$ cat config.mk
export PLATFORM = sky130hd
export DESIGN_NAME = clkdiv_top
export DESIGN_NICKNAME = d
export VERILOG_FILES = /design/src/rtl/clkdiv_pkg.sv /design/src/rtl/clkdiv_regs.sv /design/src/rtl/clkdiv_chan.sv /design/src/rtl/clkdiv_top.sv
export SDC_FILE = /design/constraint.sdc
export NUM_CORES = 1
export LEC_CHECK = 0
export BUFFER_PORTS_ARGS = -buffer_cell sky130_fd_sc_hd__buf_2
export CORE_MARGIN = 3
export CORE_UTILIZATION = 40
export CTS_BUF_LIST = sky130_fd_sc_hd__clkbuf_8
export DETAILED_ROUTE_END_ITERATION = 7
export PLACE_DENSITY = 0.59
export SLEW_MARGIN = 20
export SYNTH_ARGS = -nofsm -noshare
export SYNTH_HDL_FRONTEND = slang
export SYNTH_HIERARCHICAL = 1
export SYNTH_SLANG_ARGS = --single-unit
$ cat constraint.sdc
create_clock -name clk -period 4.87 [get_ports clk]
set_clock_uncertainty 0.2 [all_clocks]
set_input_delay 0 -clock clk [delete_from_list [all_inputs] [get_ports clk]]
set_output_delay 0 -clock clk [all_outputs]
set_load 0.05 [all_outputs]
$ cat src/rtl/clkdiv_pkg.sv
package clkdiv_pkg;

    localparam int DIV_BITS = 3;
    localparam int PRE_TOP  = 122;
    localparam int CNT_W    = $clog2(PRE_TOP << ((1 << DIV_BITS) - 1)) + 1;

    // Field order is the register layout decoded by the channels.
    typedef struct packed {
        logic [2:0]          pre;
        logic                sel;
        logic [DIV_BITS-1:0] div;
        logic                en;
    } ctl_t;

    function automatic logic [CNT_W-1:0] half_ticks(ctl_t c);
        logic [CNT_W-1:0] p;
        if (!c.sel)
            p = CNT_W'(1);
        else if (c.pre == 3'd7)
            p = CNT_W'(PRE_TOP);
        else
            p = CNT_W'(1) << c.pre;
        return p << c.div;
    endfunction

endpackage

$ cat src/rtl/clkdiv_regs.sv
module clkdiv_regs
    import clkdiv_pkg::*;
#(
    parameter int NUM_OUT = 3,
    parameter int ADDR_W  = 2
) (
    input  logic                 clk,
    input  logic                 rst_n,
    input  logic                 wr_en,
    input  logic [ADDR_W-1:0]    wr_addr,
    input  logic [7:0]           wr_data,
    input  logic [ADDR_W-1:0]    rd_addr,
    output logic [7:0]           rd_data,
    output logic [NUM_OUT*8-1:0] ctl_flat
);

    typedef struct packed {
        logic [NUM_OUT-1:0][7:0] word;
    } reg_st_t;

    reg_st_t r_d, r_q;

    always_comb begin
        r_d = r_q;
        if (wr_en && (int'(wr_addr) < NUM_OUT))
            r_d.word[wr_addr] = wr_data;
    end

    always_ff @(posedge clk or negedge rst_n) begin
        if (!rst_n) r_q <= '0;
        else        r_q <= r_d;
    end

    always_comb begin
        rd_data = 8'h00;
        if (int'(rd_addr) < NUM_OUT)
            rd_data = r_q.word[rd_addr];
    end

    assign ctl_flat = r_q.word;

endmodule

$ cat src/rtl/clkdiv_chan.sv
module clkdiv_chan
    import clkdiv_pkg::*;
(
    input  logic clk,
    input  logic rst_n,
    input  ctl_t ctl,
    input  logic lo_tick,
    input  logic hi_tick,
    output logic clk_o
);

    typedef struct packed {
        logic [CNT_W-1:0] cnt;
        logic             out;
        ctl_t             act;
    } ch_st_t;

    ch_st_t s_d, s_q;
    logic             tick;
    logic [CNT_W-1:0] lim;

    always_comb begin
        s_d  = s_q;
        tick = s_q.act.sel ? hi_tick : lo_tick;
        lim  = half_ticks(s_q.act);
        if (!ctl.en) begin
            s_d = '0;
        end else if (!s_q.act.en) begin
            // first cycle after enable: capture the word, start low
            s_d.act = ctl;
            s_d.cnt = '0;
            s_d.out = 1'b0;
        end else if (tick) begin
            if (s_q.cnt == lim - CNT_W'(1)) begin
                s_d.cnt = '0;
                s_d.out = ~s_q.out;
                // period boundary: the rising edge adopts the new word
                if (!s_q.out)
                    s_d.act = ctl;
            end else begin
                s_d.cnt = s_q.cnt + CNT_W'(1);
            end
        end
    end

    always_ff @(posedge clk or negedge rst_n) begin
        if (!rst_n) s_q <= '0;
        else        s_q <= s_d;
    end

    assign clk_o = s_q.out;

endmodule

$ cat src/rtl/clkdiv_top.sv
module clkdiv_top
    import clkdiv_pkg::*;
#(
    parameter int NUM_OUT = 3,
    parameter int ADDR_W  = (NUM_OUT > 1) ? $clog2(NUM_OUT) + 1 : 1
) (
    input  logic               clk,
    input  logic               rst_n,
    input  logic               wr_en,
    input  logic [ADDR_W-1:0]  wr_addr,
    input  logic [7:0]         wr_data,
    input  logic [ADDR_W-1:0]  rd_addr,
    output logic [7:0]         rd_data,
    input  logic               lo_tick,
    input  logic               hi_tick,
    output logic [NUM_OUT-1:0] clk_out
);

    logic [NUM_OUT*8-1:0] ctl_flat;

    clkdiv_regs #(.NUM_OUT(NUM_OUT), .ADDR_W(ADDR_W)) u_regs (
        .clk      (clk),
        .rst_n    (rst_n),
        .wr_en    (wr_en),
        .wr_addr  (wr_addr),
        .wr_data  (wr_data),
        .rd_addr  (rd_addr),
        .rd_data  (rd_data),
        .ctl_flat (ctl_flat)
    );

    for (genvar i = 0; i < NUM_OUT; i++) begin : g_ch
        clkdiv_chan u_chan (
            .clk     (clk),
            .rst_n   (rst_n),
            .ctl     (ctl_t'(ctl_flat[i*8 +: 8])),
            .lo_tick (lo_tick),
            .hi_tick (hi_tick),
            .clk_o   (clk_out[i])
        );
    end

endmodule

==> reports/metrics.csv <==
metric;value;unit
netlist_area;9380;µm²
p_leak;3.74;nW
period_needed;4.32;ns
cp-start-kind;flip-flop;
holdCritPathClass;in2async;
cts_sinks;96;
path_class;reg2reg;
rsz0062_at_grt;false;
vias;8712;
io_buffer_count;29;
cts_tree;built;
r2r_setup_slack;0.55;ns
utilization;0.440;
end_kind;flip-flop;
grt_first_pass_wirelength;42900;µm
nNetsFinal;1156;
setup_viol;0;
hold_violations;0;
dp_hpwl;19500;µm
cap_viol_max_count;0;
status;finished clean;
worst_slack;0.550;ns
ant_nets;0;
place.gp.congestion;0.958;
core;22800;µm²
finalMaxSlewViolations;0;
multiInputGateArea;6360;µm²
synth_warnings;6;
drt_wl_total;26000;µm
die_area;25300;µm²
synth_edf_count;0;
arrival;4.39;ns
p_total;3.74;mW
worstPathCellList;nor2_1 > a21boi_0 > o21ai_0 > ha_1 > o31ai_1 > o41ai_1 > nand4b_1 > a211oi_1 > o22ai_1 > o41ai_4 > mux2i_1 > nor2b_1;
crit_start;g_ch[0].u_chan/s_q[7];
drcViolationCount;0;
die_w;159;µm
area_growth;7.16;%
overflow;0;
cts_buffers;9;
start_util;0.411;
dr.pass1.iters;5;
fillers;2340;
ys_seq_elements;96;
worstPathMaxFanout;21;
worstReg2RegEnd;g_ch[0].u_chan/s_q[7];
clk_pin_slew;0.12;ns
ir_drop;0.000160;V
ff_latch_area;2400;µm²
r2r-start;g_ch[0].u_chan/s_q[7];
cellPowerDensity;372;nW/µm²
crit_path_end;g_ch[0].u_chan/s_q[7];
grt_pass1_vias;7965;
viasPerCell;6.01;
cts-root-buf;clkbuf_8;
wire_per_inst;17.9;µm
grt_max_degree;65;
slew_headroom;0.397;
setup_tns;0;ns
cts_resized;0;
h-tree-depth;3;
post-route-period-util;0.887;
fmax;231;MHz
rows;55;
ff2ff_path_depth;12;
syn_area_per_cell;8.36;µm²
worst_pin_slew;0.905;ns
synth_ff_type;dfrtp_1;
post_cts_buffers;0;
diodes;0;
worst_path_max_delay_cell;dfrtp_1;
clock_latency;0.39;ns
post-place-ws;0.638;ns
synthCells;1122;
pin_count;30;
yosysUniqueCellTypes;101;
synth_fp_nets;1147;
ys_seq_area_frac;0.256;
layout-drive-gt1-share;0.150;
ys_async_sr_fraction;1.00;
initialDrtViolationCount;733;
cp_slowest_stage_delay;0.83;ns
fp.dieH;159;µm
clk_path_buf_depth;2;
crit_required;4.94;ns
track_usage;0.203;
antenna_found_initial;0;
## kinds of logic after synthesis
group                      after synthesis  synth area share
DFF                                     96             0.256
muxes                                   65            0.0734
xor gates and xnor gates                78            0.0728
and+or+nand+nor                        464             0.278
adders and majority gates                6           0.00800
buffers and inverters                  108            0.0664
AOI/OAI and AO/OA                      305             0.246
## where the power goes
part / leakage [nW] / internal [mW] / switching (mW)
clock: 0.102 / 0.203 / 0.322
sequential: 1.27 / 0.898 / 0.215
combinational: 2.36 / 0.851 / 1.25
total: 3.74 / 1.95 / 1.79
## layer usage
metal,part of all wire,global-route usage,up-vias
met2,0.44,0.303,259
met1,0.49,0.307,4231
met3,0.050,0.0247,39
met5,0,0,-
li1,-,-,4183
met4,0.019,0.0557,0
## critical path, delay by kind of cell (launching register included)
kind | cells | cell delay, ns
and+or+nand+nor | 3 | 0.40
AOI/OAI and AO/OA | 7 | 2.14
DFF | 1 | 0.83
adders and majority gates | 1 | 0.38
muxes | 1 | 0.26
## cell usage after synthesis (all sizes together) (11+ instances only)
master,number,area share
mux2i,35,0.037
and3,16,0.011
mux2,30,0.036
o22ai,16,0.013
nor2b,39,0.026
nor3b,20,0.018
nand3,49,0.027
inv,23,0.0092
nor3,26,0.015
nand2b,29,0.020
o21a,11,0.0088
a21oi,46,0.026
nor2,79,0.032
o31ai,13,0.014
xnor2,38,0.035
and2,14,0.0093
dfrtp,96,0.26
a31oi,16,0.011
xor2,40,0.037
clkbuf,27,0.011
or3,14,0.010
buf,58,0.046
a211oi,29,0.024
nand4,13,0.0087
nand2,104,0.042
a21o,12,0.0096
o21ai,62,0.033
o211ai,16,0.014
## timing repair
action / 4_1_cts / 5_1_grt
endpoints found under the hold margin: 90 / 0
endpoints found under the setup margin: 0 / 0
hold buffers: 22 / 0
## layout by cell type (no fill, tap or decap), drive strengths merged, types with 20 or more instances in the layout
| cell type | synthesis | routed |
|---|---|---|
| inv | 23 | 27 |
| a211oi | 29 | 29 |
| nor2 | 79 | 79 |
| xor2 | 40 | 40 |
| a21oi | 46 | 46 |
| nand2b | 29 | 29 |
| o21ai | 62 | 62 |
| dfrtp | 96 | 96 |
| nand3 | 49 | 49 |
| xnor2 | 38 | 38 |
| nand2 | 104 | 104 |
| dlygate4sd3 | 0 | 22 |
| nor3b | 20 | 20 |
| nor3 | 26 | 26 |
| nor2b | 39 | 39 |
| buf | 58 | 61 |
| mux2i | 35 | 35 |
| mux2 | 30 | 30 |
## final cells by class
cell class / count / share of cell area
Timing Repair Buffer: 83 / 0.0617
Sequential cell: 96 / 0.239
Clock inverter: 7 / 0.00722
Tap cell: 313 / 0.0390
Inverter: 23 / 0.00859
Multi-Input combinational cell: 918 / 0.632
Clock buffer: 9 / 0.0123
## worst min path at each step
stage                     startpoint                endpoint  cells after the start
after global placement         rst_n  g_ch[2].u_chan/s_q[21]                      1
after CTS                      rst_n  g_ch[1].u_chan/s_q[15]                      2
after global routing           rst_n  g_ch[1].u_chan/s_q[14]                      2
final                          rst_n  g_ch[1].u_chan/s_q[15]                      2
after detailed placement       rst_n   g_ch[2].u_chan/s_q[1]                      1
after floorplan                rst_n    g_ch[0].u_chan/clk_o                      0
## flip-flops by register name (all words and copies together), names as in the netlist
signal / count
g_ch.u_chan/s_q: 69
g_ch.u_chan/clk_o: 3
u_regs/ctl_flat: 24
## stage by stage
step,hold slack [ns],instances,area [µm²]
after floorplan,-0.496,1122,9380
after global placement,-0.0231,1411,9640
after detailed placement,-0.000333,1411,9640
after CTS,0.0820,1449,10100
after global routing,0.154,1449,10100
final,0.0759,1449,10100
No activity file was read; power rests on OpenSTA's default activity.
